### src/rtl/tcomp_pkg.sv
package tcomp_pkg;
  // width of one stored correction and its magnitude limit
  localparam int CORR_W   = 4;
  localparam int CORR_MAX = 7;

  typedef logic signed [CORR_W-1:0] corr_t;
endpackage

### src/rtl/tcomp_band_index.sv
// Maps a signed temperature onto a clamped band index.
module tcomp_band_index #(
  parameter int TEMP_W    = 9,
  parameter int T_MIN     = -35,
  parameter int BAND_DEG  = 5,
  parameter int NUM_BANDS = 32,
  parameter int IDX_W     = 5
) (
  input  logic [TEMP_W-1:0] temp_c,
  output logic [IDX_W-1:0]  idx
);
  localparam int EW = TEMP_W + 2;
  localparam logic signed [EW-1:0] T_MIN_S = EW'(T_MIN);
  localparam logic [EW-1:0] BAND_U = EW'(BAND_DEG);
  localparam logic [EW-1:0] LAST_U = EW'(NUM_BANDS - 1);

  logic signed [EW-1:0] off;
  logic [EW-1:0]        quo;

  always_comb begin
    off = $signed({{2{temp_c[TEMP_W-1]}}, temp_c}) - T_MIN_S;
    quo = $unsigned(off) / BAND_U;
    if (off < 0)
      idx = '0;
    else if (quo > LAST_U)
      idx = IDX_W'(NUM_BANDS - 1);
    else
      idx = quo[IDX_W-1:0];
  end
endmodule

### src/rtl/tcomp_table.sv
// One bank's correction table: one write port, a lookup read and a host read.
module tcomp_table #(
  parameter int NUM_BANDS = 32,
  parameter int IDX_W     = 5,
  parameter int CORR_W    = 4
) (
  input  logic              clk,
  input  logic              we,
  input  logic [IDX_W-1:0]  waddr,
  input  logic [CORR_W-1:0] wdata,
  input  logic [IDX_W-1:0]  lk_addr,
  output logic [CORR_W-1:0] lk_data,
  input  logic [IDX_W-1:0]  rd_addr,
  output logic [CORR_W-1:0] rd_data
);
  logic [CORR_W-1:0] mem [NUM_BANDS];

  always_ff @(posedge clk) begin
    if (we)
      mem[waddr] <= wdata;
    lk_data <= mem[lk_addr];
    rd_data <= mem[rd_addr];
  end
endmodule

### src/rtl/tcomp_apply.sv
// Adds a signed correction to an unsigned code, clamping to the code range.
module tcomp_apply #(
  parameter int CODE_W = 8,
  parameter int CORR_W = 4
) (
  input  logic              en,
  input  logic [CODE_W-1:0] code,
  input  logic [CORR_W-1:0] corr,
  output logic [CODE_W-1:0] res
);
  localparam int SW = CODE_W + 2;
  logic signed [SW-1:0] sum;

  always_comb begin
    sum = $signed({2'b00, code}) + $signed({{(SW-CORR_W){corr[CORR_W-1]}}, corr});
    if (!en)
      res = code;
    else if (sum < 0)
      res = '0;
    else if (sum[CODE_W])
      res = '1;
    else
      res = sum[CODE_W-1:0];
  end
endmodule

### src/rtl/tcomp_engine.sv
module tcomp_engine
  import tcomp_pkg::*;
#(
  parameter int NUM_BANKS = 3,
  parameter int CODE_W    = 8,
  parameter int TEMP_W    = 9,
  parameter int T_MIN     = -35,
  parameter int BAND_DEG  = 5,
  parameter int NUM_BANDS = 32,
  parameter int WDATA_W   = 8,
  localparam int IDX_W    = $clog2(NUM_BANDS),
  localparam int BSEL_W   = (NUM_BANKS > 1) ? $clog2(NUM_BANKS + 1) : 1,
  localparam int BUS_W    = NUM_BANKS * CODE_W
) (
  input  logic               clk,
  input  logic               rst,
  input  logic               comp_en,
  input  logic               temp_vld,
  input  logic [TEMP_W-1:0]  temp_c,
  input  logic [BUS_W-1:0]   user_codes,
  output logic [BUS_W-1:0]   corr_codes,
  input  logic               tbl_we,
  input  logic [BSEL_W-1:0]  tbl_bank,
  input  logic [IDX_W-1:0]   tbl_addr,
  input  logic [WDATA_W-1:0] tbl_wdata,
  output logic [CORR_W-1:0]  tbl_rdata
);
  localparam logic signed [WDATA_W-1:0] W_HI = WDATA_W'(CORR_MAX);
  localparam logic signed [WDATA_W-1:0] W_LO = WDATA_W'(-CORR_MAX);

  // band selection
  logic [IDX_W-1:0] band_idx;

  tcomp_band_index #(
    .TEMP_W(TEMP_W), .T_MIN(T_MIN), .BAND_DEG(BAND_DEG),
    .NUM_BANDS(NUM_BANDS), .IDX_W(IDX_W)
  ) band_i (
    .temp_c (temp_c),
    .idx    (band_idx)
  );

  // write-side saturation
  corr_t wsat;
  always_comb begin
    if ($signed(tbl_wdata) > W_HI)
      wsat = CORR_W'(CORR_MAX);
    else if ($signed(tbl_wdata) < W_LO)
      wsat = CORR_W'(-CORR_MAX);
    else
      wsat = tbl_wdata[CORR_W-1:0];
  end

  // strobe pipeline
  logic             vld_q;
  logic             en_q;
  logic [BUS_W-1:0] user_q;

  always_ff @(posedge clk) begin
    if (rst)
      vld_q <= 1'b0;
    else
      vld_q <= temp_vld;
    if (temp_vld) begin
      user_q <= user_codes;
      en_q   <= comp_en;
    end
  end

  logic [CORR_W-1:0] lk_q [NUM_BANKS];
  logic [CORR_W-1:0] rd_q [NUM_BANKS];
  logic [BUS_W-1:0]  res_all;

  for (genvar b = 0; b < NUM_BANKS; b++) begin : g_bank
    logic we_b;
    assign we_b = tbl_we && (tbl_bank == BSEL_W'(b));

    tcomp_table #(
      .NUM_BANDS(NUM_BANDS), .IDX_W(IDX_W), .CORR_W(CORR_W)
    ) table_i (
      .clk     (clk),
      .we      (we_b),
      .waddr   (tbl_addr),
      .wdata   (wsat),
      .lk_addr (band_idx),
      .lk_data (lk_q[b]),
      .rd_addr (tbl_addr),
      .rd_data (rd_q[b])
    );

    tcomp_apply #(
      .CODE_W(CODE_W), .CORR_W(CORR_W)
    ) apply_i (
      .en   (en_q),
      .code (user_q[b*CODE_W +: CODE_W]),
      .corr (lk_q[b]),
      .res  (res_all[b*CODE_W +: CODE_W])
    );
  end

  always_ff @(posedge clk) begin
    if (rst)
      corr_codes <= '0;
    else if (vld_q)
      corr_codes <= res_all;
  end

  // host readback select
  logic [BSEL_W-1:0] bank_q;
  always_ff @(posedge clk) begin
    bank_q <= tbl_bank;
  end

  always_comb begin
    tbl_rdata = '0;
    for (int b = 0; b < NUM_BANKS; b++)
      if (bank_q == BSEL_W'(b))
        tbl_rdata = rd_q[b];
  end
endmodule

### config.mk
export PLATFORM = sky130hd
export DESIGN_NAME = tcomp_engine
export DESIGN_NICKNAME = d
export VERILOG_FILES = /design/src/rtl/tcomp_pkg.sv /design/src/rtl/tcomp_band_index.sv /design/src/rtl/tcomp_table.sv /design/src/rtl/tcomp_apply.sv /design/src/rtl/tcomp_engine.sv
export SDC_FILE = /design/constraint.sdc
export NUM_CORES = 1
export LEC_CHECK = 0
export ABC_CLOCK_PERIOD_IN_PS = 19650
export BUFFER_PORTS_ARGS = -buffer_cell sky130_fd_sc_hd__buf_2
export CAP_MARGIN = 20
export CORE_MARGIN = 2
export CORE_UTILIZATION = 65
export CTS_BUF_LIST = sky130_fd_sc_hd__clkbuf_4
export CTS_CLUSTER_DIAMETER = 50
export DETAILED_ROUTE_END_ITERATION = 12
export PLACE_DENSITY = 0.83
export SYNTH_ARGS = -nofsm -noshare
export SYNTH_HDL_FRONTEND = slang
export SYNTH_SLANG_ARGS = --single-unit
export TNS_END_PERCENT = 100
### constraint.sdc
create_clock -name clk -period 19.65 [get_ports clk]
set_input_delay 0.9825 -clock clk [delete_from_list [all_inputs] [get_ports clk]]
set_output_delay 0.9825 -clock clk [all_outputs]
set_load 0.02 [all_outputs]
Yosys cells after proc, flatten, opt, wreduce, memory -nomap -nowiden
Memory sizes are Yosys's and may differ from the RTL's. A register that Yosys moved wholly into a read port is not among the register bits. Cells that the tools add are included.

Register bits after elaboration: 52. Memory bits (writable): 384. Bits of input ports: 53. Output and inout bits: 28. Logic and storage cells: 51. Memories: 3.

$add $sub $neg: 4. Divide/modulo/power cells: 1. Order comparisons: 7. Equality and inequality tests: 4. Mux-type cells: 22. Reduce and logical (&&, ||, !) cells: 5.

Memory list: g_bank[0].table_i.mem (depth 32, bits a word 4, rd ports 2, clocked after Yosys merged registers in 2, write ports 1, RTL line tcomp_table.sv:16) `logic [CORR_W-1:0] mem [NUM_BANDS];`; g_bank[1].table_i.mem (depth 32, bits a word 4, rd ports 2, clocked after Yosys merged registers in 2, write ports 1, RTL line tcomp_table.sv:16); g_bank[2].table_i.mem (depth 32, bits a word 4, rd ports 2, clocked after Yosys merged registers in 2, write ports 1, RTL line tcomp_table.sv:16).

Operators by type and width (count): 8-bit two-way mux (9); 10-bit by 1-bit < comparator with 1-bit output, second input constant (4); 9-bit by 4-bit adder with 10-bit output (3); 4-bit two-way mux (5); 11-bit by 3-bit divider with 11-bit output, second input constant (1); 11-bit by 5-bit > comparator with 1-bit output, second input constant (1); 5-bit two-way mux (2); 9-bit by 7-bit subtractor with 10-bit output, second input constant (1); 8-bit by 4-bit > comparator with 1-bit output, second input constant (1); 8-bit by 4-bit < comparator with 1-bit output, second input constant (1); 1-bit two-way mux (6); 2-bit by 1-bit equality test with 1-bit output, second input constant (2); 2-bit equality test, second input constant (2); 2-bit logical NOT (2); 1-bit logical AND (3).

Longest topological paths before layout
Gate-level depths: netlist of the first run.

Depth after elaboration: 5. Mapped depth: 31. Depth with buffers taken out: 24.

Cells and area by module
A second synthesis of the first run with hierarchy kept.

Cell total of the unflattened synthesis: 1488. Area total of the unflattened synthesis: 24183.2 um2.

Modules (own cells, without submodules): tcomp_table (times used 3, cells each 288, area an instance 6222.2 um2); tcomp_band_index (times used 1, cells each 315, area an instance 2147.1 um2); tcomp_engine (times used 1, cells each 135, area an instance 1853.0 um2); tcomp_apply (times used 3, cells each 58, area an instance 505.5 um2).

Worst setup path before layout of the first run
Ideal clock, no wire load.

Path kind: input port to flip-flop. From: in temp_c[5]. To: reg g_bank[2].table_i.lk_data[1] (read register of g_bank[2].table_i.mem). Library setup time: 0.126 ns. Data arrival time: 6.739 ns. Data required time: 19.524 ns. Path slack: 12.785 ns. Stages on the path: 26. Path through: buf_2 clkbuf_1 buf_2 nor2_1 o21ai_0 inv_1 clkbuf_1 nor2_1 ha_1 clkbuf_1 nor3_1 mux2_1 a211o_1 buf_2 a211o_1 a2111oi_4 nor4bb_4 and2_4 a2111o_1 a221o_1 o31ai_4 buf_4 mux2i_1 o22ai_1 nor4_1 nor3_1.

Longest elaborated chain between the ends: 5.

Ends and longest elaborated chain: start, declared (RTL line tcomp_engine.sv:19) `input logic [TEMP_W-1:0] temp_c,`; 9-bit by 7-bit subtractor with 10-bit output (*) (RTL line tcomp_band_index.sv:21) `off = $signed({{2{temp_c[TEMP_W-1]}}, temp_c}) - T_MIN_S;`; 11-bit by 3-bit divider with 11-bit output (RTL line tcomp_band_index.sv:22) `quo = $unsigned(off) / BAND_U;`; 11-bit by 5-bit > comparator with 1-bit output (RTL line tcomp_band_index.sv:25) `else if (quo > LAST_U)`; 5-bit two-way mux (RTL line tcomp_band_index.sv:25); 5-bit two-way mux (*) (RTL line tcomp_band_index.sv:23) `if (off < 0)`; end, declared (RTL line tcomp_table.sv:12) `output logic [CORR_W-1:0] lk_data,`.

Every way passes the cells marked *; elsewhere a longest branch is shown, timed or not. A chain may end at the register's enable or synchronous reset.

Worst setup path in the final report of the first run
From: in temp_c[0]. To: reg g_bank[1].table_i.lk_data[3] (read register of g_bank[1].table_i.mem).

Longest elaborated chain between the ends: 5.

Ends and longest elaborated chain (RTL line): 9-bit by 7-bit subtractor with 10-bit output (*) (tcomp_band_index.sv:21); 11-bit by 3-bit divider with 11-bit output (tcomp_band_index.sv:22); 11-bit by 5-bit > comparator with 1-bit output (tcomp_band_index.sv:25); 5-bit two-way mux (tcomp_band_index.sv:25); 5-bit two-way mux (*) (tcomp_band_index.sv:23); end, declared (tcomp_table.sv:12).

Marked as above.

==> results of run 1 <==
-- final timing paths --
check | startpoint | endpoint | slack (ps) | cells past startpoint
hold reg to reg | corr_codes[11]$_SDFFE_PP0P_ | corr_codes[11]$_SDFFE_PP0P_ | 480 | 2
setup reg to reg | g_bank[0].table_i.lk_data[0]$_DFF_P_ | corr_codes[5]$_SDFFE_PP0P_ | 16430 | 15
hold / removal | tbl_bank[0] | bank_q[0]$_DFF_P_ | 290 | 1
setup / recovery | temp_c[0] | g_bank[1].table_i.lk_data[3]$_DFF_P_ | 10570 | 25
-- power by group through the flow --
stage	Sequential (mW)	Clock, mW	Combinational (mW)
2_1_floorplan	1.14	0	0.486
3_3_place_gp	1.15	0	0.651
3_5_place_dp	1.15	0	0.672
4_1_cts	1.13	0.827	0.676
5_1_grt	1.13	0.876	0.747
6_report	1.13	0.824	0.700
-- cell usage in the layout, fill, tap and decap left out, types with 32 or more instances in the layout --
master	instances
mux4_2	97
a22oi_1	49
dfxtp_1	51
edfxtp_1	409
ha_1	32
a211oi_1	41
nand2_1	241
o21ai_0	51
buf_2	81
inv_1	38
nor2_1	177
a21oi_1	117
mux2i_1	91
clkbuf_4	168
-- layout make-up --
class	instances	area share (%)
Antenna cell	2	0.0192
Clock buffer	168	4.83
Clock inverter	34	0.853
Inverter	39	0.561
Multi-Input combinational cell	1319	38.1
Sequential cell	460	50.9
Tap cell	468	2.24
Timing Repair Buffer	113	2.49
-- worst max-delay path: stages --
cell	delay [ps]
buf_2	270
o2111a_1	480
nor2_1	130
o21ai_4	140
buf_4	490
inv_1	460
nor2_1	200
ha_1	470
inv_1	200
nand2_1	110
o221ai_1	140
nand4_1	160
a21oi_1	140
o311ai_1	650
a2111oi_4	170
nor4bb_4	680
a31oi_1	190
o211ai_1	190
buf_4	710
nand2_2	570
buf_4	450
nand2_1	450
o22ai_1	200
nor4_1	880
a311oi_1	140
-- state kept, by name, summed over array words and instances (netlist names) --
name                    flops
bank_q                      2
corr_codes                 24
en_q                        1
g_bank.table_i.lk_data     12
g_bank.table_i.mem        384
g_bank.table_i.rd_data     12
user_q                     24
vld_q                       1
-- layer usage --
layer  vias up  GRT usage (%)  routed length (µm)
met3       343           12.2               11000
met1      8911           51.2               25600
met2      1690           58.8               33200
met4         2           22.0                4480
met5         -              0                  16
li1       7853              -                   -
-- cells by family after synthesis --
kind of cell | after synthesis | share of synthesized area, %
muxes | 204 | 13.7
buffers and inverters | 181 | 3.09
AOI/OAI and AO/OA | 462 | 13.5
and+or+nand+nor | 583 | 10.9
xor gates and xnor gates | 35 | 1.31
DFF | 460 | 55.6
adders and majority gates | 35 | 1.92
-- stage by stage --
step | power (mW) | setup WS, ps | util, %
finish | 2.65 | 10570 | 71.7
global route | 2.75 | 10180 | 71.7
CTS | 2.63 | 11080 | 71.6
detailed placement | 1.82 | 10220 | 67.6
global placement | 1.80 | 10000 | 67.5
floorplan | 1.62 | 12790 | -
==> impl_results.md, run 1 <==
- Mapped Nets: 2048
- Setup bufs post-CTS: 0
- Mapped Area: 23900 µm²
- Initial core utilization: 65.7%
- P_int: 1.77 mW
- Syn-to-layout area delta: 9.17%
- Worst IR Drop VDD: 0.0000703 V
- DIE AREA: 38400 µm²
- Count of max-cap constraint violations: 0
- Final #Nets: 2134
- Post-synth EDFFs: 409
- Synthesized area per cell: 12.2 µm²
- Setup violators final: 0
- Synth cell types: 83
- Dominant synthesized flop cell: edfxtp_1
- CP arrival: 9720 ps
- Routed WL per cell: 28.6 µm
- Register Area: 13300 µm²
- Num CTS Buffers: 113
- Global-route wire length before repair: 111 mm
- Fraction of layout cells with a size suffix above 1: 20.3%
- Largest net degree at the start of global routing: 99
- TritonCTS clock tree: done
- CTS clk-pin slew, worst paths: 70 ps
- Vias: 18.8k
- Placed cell area: 24600 µm²
- Cts hold-fix bufs: 0
- Async set-reset flop share out of synthesis: 0%
- Drt via density: 7.22
- Sink Count: 460
- Final GP Congestion: 0.999
- Core area: 36400 µm²
- Cts repair resizes: 0
- Crit path kind: in2reg
- Worst Tran Pin Value: 1110 ps
- Comb pwr share: 26.4%
- CP Capture Type: flop
- RSZ-0062 raised after global routing: no
- CP Launch Type: primary input
- Lkg Pwr: 9.41 nW
- Rel. slew slack: 26.2%
- Routed WL: 74.4 mm
- Total track usage: 39.1%
- Count leader, synth: edfxtp_1
- Worst skew pair latency: 890 ps
- Worst hold path class: in2reg
- Synthesized flop and latch total: 460
- Clock Root Buffer: clkbuf_4
- H-tree levels: 3
- Hpwl dp: 49.5 mm
- Synth top area share: 51.3%
- Clk buf depth: 3
- Power Dens Cells: 102 nW/µm²
- Mapped Cells: 1960
- Non-Filler Instances: 2603
- Port Buffers: 80
- Outcome: complete, no violations
- Sequential-to-total area share from yosys stat: 55.6%
- DIE WIDTH: 196 µm
- Min Hold Slack: 293 ps
- Remaining antenna violation count: 0
- Period utilization: 46.2%
- Fin. Hold Viols: 0
- Yosys warns: 0
- Die Y: 196 µm
- Top cells by count, synth: edfxtp_1 (409), nand2_1 (243), nor2_1 (178), a21oi_1 (117), mux4_2 (97)
- Filler cells: 2503
- Pins Over Slew Limit: 0
- 1st-iter DRT viols: 3135
- Gr ovfl total: 0
- Vias in the first global route: 18.6k
- Initial antenna violation count: 2
- Final clock skew: 79.1 ps
- CP Max Fanout: 51
- Max Freq: 110 MHz
- Setup TNS Final: 0 ps
- Switching share of power: 33.4%
- DRT Pass-1 Iters: 7
- DRC errors left: 0
- Synth area leader: edfxtp_1
- Dpl cells: 2398
- Multi-input gate area: 9940 µm²
- Sequential Power Share: 42.5%
- Top post-synthesis cells by area: edfxtp_1 (51%), mux4_2 (9.1%), dfxtp_1 (4.3%)
- Clock share of power: 31.1%
- Switching power: 886 µW
- Design area: 26100 µm²
- Required @ worst endpoint: 20290 ps
- Row count: 70
- I/O pin total: 81
- Period minus WS final: 9080 ps
Power figures use the tool's default switching activity.
==> run 2, diff against run 1 <==
--- a/config.mk
+++ b/config.mk
@@ -5,15 +5,16 @@
 export SDC_FILE = /design/constraint.sdc
 export NUM_CORES = 1
 export LEC_CHECK = 0
-export ABC_CLOCK_PERIOD_IN_PS = 19650
+export ABC_AREA = 1
+export ABC_CLOCK_PERIOD_IN_PS = 8200
 export BUFFER_PORTS_ARGS = -buffer_cell sky130_fd_sc_hd__buf_2
 export CAP_MARGIN = 20
 export CORE_MARGIN = 2
-export CORE_UTILIZATION = 65
+export CORE_UTILIZATION = 59
 export CTS_BUF_LIST = sky130_fd_sc_hd__clkbuf_4
 export CTS_CLUSTER_DIAMETER = 50
 export DETAILED_ROUTE_END_ITERATION = 12
-export PLACE_DENSITY = 0.83
+export PLACE_DENSITY = 0.79
 export SYNTH_ARGS = -nofsm -noshare
 export SYNTH_HDL_FRONTEND = slang
 export SYNTH_SLANG_ARGS = --single-unit
==> constraint.sdc (replaced) <==
create_clock -name clk -period 8.2 [get_ports clk]
set_input_delay 0.41 -clock clk [delete_from_list [all_inputs] [get_ports clk]]
set_output_delay 0.41 -clock clk [all_outputs]
set_load 0.02 [all_outputs]
==> impl_results.md, run 2 <==
- Row count: 76 (was 70)
- Core area: 42800 µm² (was 36400 µm²)
- CP Capture Type: flop (unchanged)
- Post-synth EDFFs: 409 (unchanged)
- Commonest non-fill, non-tap cell in the layout: nand3_1 (was edfxtp_1)
- Comb pwr share: 27.8% (was 26.4%)
- CP Launch Type: primary input (unchanged)
- Synth Area in Compound Gates: 9.68% (was 13.5%)
- I/O pin total: 81 (unchanged)
- RSZ-0062 raised after global routing: no (unchanged)
- P_int: 4.19 mW (was 1.77 mW)
- Worst hold path class: in2reg (unchanged)
- Pins Over Slew Limit: 0 (unchanged)
- Fraction of layout cells with a size suffix above 1: 14.4% (was 20.3%)
- Outcome: complete, no violations (unchanged)
- Most frequent cells in the layout: nand3_1 (503), nand2_1 (438), edfxtp_1 (409) (was edfxtp_1 (409), nand2_1 (241), nor2_1 (177))
- H-tree levels: 3 (unchanged)
- Count leader, synth: nand3_1 (was edfxtp_1)
- Global-route wire length before repair: 120 mm (was 111 mm)
- Leading registers by flop count: g_bank.table_i.mem (384), corr_codes (24), user_q (24) (unchanged)
- Multiplexer share of the synthesized area: 0% (was 13.7%)
- Power Dens Cells: 235 nW/µm² (was 102 nW/µm²)
- Synthesized flop and latch total: 460 (unchanged)
- Async set-reset flop share out of synthesis: 0% (unchanged)
- Vias: 22.2k (was 18.8k)
- Largest register by flop count: g_bank.table_i.mem (unchanged)
- Synth area leader: edfxtp_1 (unchanged)
- Vias in the first global route: 21.8k (was 18.6k)
- Num CTS Buffers: 117 (was 113)
- Top cells by count, synth: nand3_1 (503), nand2_1 (441), edfxtp_1 (409), inv_1 (390), nor2_1 (175) (was edfxtp_1 (409), nand2_1 (243), nor2_1 (178), a21oi_1 (117), mux4_2 (97))
- Sink Count: 460 (unchanged)
- Initial core utilization: 59.4% (was 65.7%)
- TritonCTS clock tree: done (unchanged)
- Dominant synthesized flop cell: edfxtp_1 (unchanged)
- Hpwl dp: 47.6 mm (was 49.5 mm)
- Mapped Cells: 2745 (was 1960)
- Mapped Nets: 2832 (was 2048)
- Worst path max stage delay: 880 ps (about the same)
- Post-Synth Simple-Gate Area: 24.7% (was 10.9%)
- CP Max Fanout: 132 (was 51)
- Final clock skew: 46.1 ps (was 79.1 ps)
- Synth top area share: 48.4% (was 51.3%)
- Worst skew pair latency: 880 ps (was 890 ps)
- Fin worst setup slack: 1780 ps (was 10570 ps)
- Slowest CP cell: nand2_8 (was nor4_1)
- Required @ worst endpoint: 8920 ps (was 20290 ps)
- Max Freq: 156 MHz
- Die Y: 211 µm (was 196 µm)
- Sequential Power Share: 41.2% (was 42.5%)
- Remaining antenna violation count: 0 (unchanged)
- Worst Tran Pin Value: 1210 ps (was 1110 ps)
- Top post-synthesis cells by area: edfxtp_1 (48%), nand3_1 (9.9%), nand2_1 (6.5%) (was edfxtp_1 (51%), mux4_2 (9.1%), dfxtp_1 (4.3%))
- Switching share of power: 35.1% (was 33.4%)
- Main combinational cell family by area after synthesis: simple AND/OR/NAND/NOR gates (was multiplexers)
- 1st-iter DRT viols: 3046 (was 3135)
- Mapped Area: 25400 µm² (was 23900 µm²)
- Clock Root Buffer: clkbuf_4 (unchanged)
- Period minus WS final: 6420 ps
- Final core occ: 64.3% (was 71.7%)
- CTS clk-pin slew, worst paths: 60 ps (was 70 ps)
- Crit path kind: in2reg (unchanged)
- Post-Synth XOR/XNOR Area: 0.793% (was 1.31%)
- Sequential-to-total area share from yosys stat: 52.4% (was 55.6%)
- Rel. slew slack: 19.3% (was 26.2%)
- DRC errors left: 0 (unchanged)
- Routed WL: 78.0 mm (was 74.4 mm)
- Switching power: 2.27 mW (was 886 µW)
- Total track usage: 35.1% (was 39.1%)
- Final #Nets: 2922 (was 2134)
- Gr ovfl total: 0 (unchanged)
- DIE WIDTH: 211 µm (was 196 µm)
- Clk buf depth: 3 (unchanged)
- Pre-CTS setup slack: 1180 ps (was 10220 ps)
- Fin. Hold Viols: 0 (unchanged)
- Worst IR Drop VDD: 0.000172 V (was 0.0000703 V)
- Routed WL per cell: 22.4 µm (was 28.6 µm)
- Synth cell types: 51 (was 83)
- CP arrival: 7140 ps (was 9720 ps)
- Max reg flops: 384 (unchanged)
- Synth Area in Adders: 1.76% (was 1.92%)
- DIE AREA: 44700 µm² (was 38400 µm²)
- Setup bufs post-CTS: 0 (unchanged)
- Count of max-cap constraint violations: 0 (unchanged)
- Drt via density: 6.38 (was 7.22)
- Final GP Congestion: 0.939 (was 0.999)
- Syn-to-layout area delta: 8.31% (was 9.17%)
- Setup violators final: 0 (unchanged)
- Lkg Pwr: 11.6 nW (was 9.41 nW)
- Setup TNS Final: 0 ps (unchanged)
- Port Buffers: 80 (unchanged)
- Clock share of power: 31.0% (was 31.1%)
- Largest net degree at the start of global routing: 133 (was 99)
- DRT Pass-1 Iters: 6 (was 7)
- Period utilization: 78.3%
- Initial antenna violation count: 2 (unchanged)
- Synthesized area per cell: 9.25 µm² (was 12.2 µm²)
- Yosys warns: 0 (unchanged)
## run 2: cell count changes in the layout (fill, tap and decap cells not counted), sizes merged, moves of 53 or more
cell / delta
o221ai: +68
nand3: +498
a21oi: -96
a22oi: +72
nand3b: +53
mux4: -97
mux2i: -91
nand2: +255
inv: +357
## run 2: cell families (layout without fill, tap and decap cells)
group,after synthesis,in the layout
adders and majority gates,34,34
xor gates and xnor gates,23,23
AOI/OAI and AO/OA,335,335
buffers and inverters,576,763
and+or+nand+nor,1317,1317
DFF,460,460
other,0,4
## run 2: repair_timing
action | 4_1_cts | 5_1_grt
hold endpoints to repair | 28 | 0
hold buffers | 28 | 0
setup endpoints to repair | 0 | 0
resized for setup | 0 | 0
## run 2: power groups by stage
| stage | clock (mW) | sequential [mW] | combinational [mW] |
|---|---|---|---|
| 2_1_floorplan | 0 | 2.70 | 1.32 |
| 5_1_grt | 2.14 | 2.67 | 1.94 |
| 4_1_cts | 2.02 | 2.66 | 1.73 |
| 6_report | 2.00 | 2.66 | 1.80 |
| 3_5_place_dp | 0 | 2.71 | 1.71 |
| 3_3_place_gp | 0 | 2.71 | 1.64 |
## run 2: layout make-up
class	instances	area [µm²]
Antenna cell	4	10.0
Clock buffer	189	1420
Clock inverter	27	131
Fill cell	3448	15300
Inverter	402	1510
Multi-Input combinational cell	1709	9470
Sequential cell	460	13300
Tap cell	546	683
Timing Repair Buffer	145	983
## run 2: final timing paths
path / from / slack, ps / end / depth (start not counted)
max reg2reg: g_bank[2].table_i.lk_data[0]$_DFF_P_ / 4790 / corr_codes[18]$_SDFFE_PP0P_ / 14
min: temp_vld / 50 / vld_q$_SDFF_PP0_ / 3
max: temp_c[0] / 1780 / g_bank[2].table_i.lk_data[3]$_DFF_P_ / 49
min reg2reg: corr_codes[23]$_SDFFE_PP0P_ / 540 / corr_codes[23]$_SDFFE_PP0P_ / 2
## run 2: per-stage QoR
stage                     power [mW]  cells  hold WS (ps)  cell area, µm²
after floorplan                 4.02   2745           438           25400
after detailed placement        4.42   3234           528           25700
after global routing            6.75   3482          71.0           27500
final                           6.46   3482          48.5           27500
after global placement          4.35   3234           521           25700
after CTS                       6.40   3478          21.6           27500
## run 2: critical path: cells and delay by family
kind	cells	cell delay, ps
and+or+nand+nor	40	5330
buffers and inverters	7	720
AOI/OAI and AO/OA	1	280
adders and majority gates	1	290
## run 2: routing by layer
metal  global-route usage (%)  vias to the layer above  wire length [µm]
li1                         -                     9812                 -
met1                     44.1                    10312             28100
met2                     54.9                     1713             35100
met3                     9.33                      363             10100
met4                     20.4                        0              4590
met5                        0                        -                 0
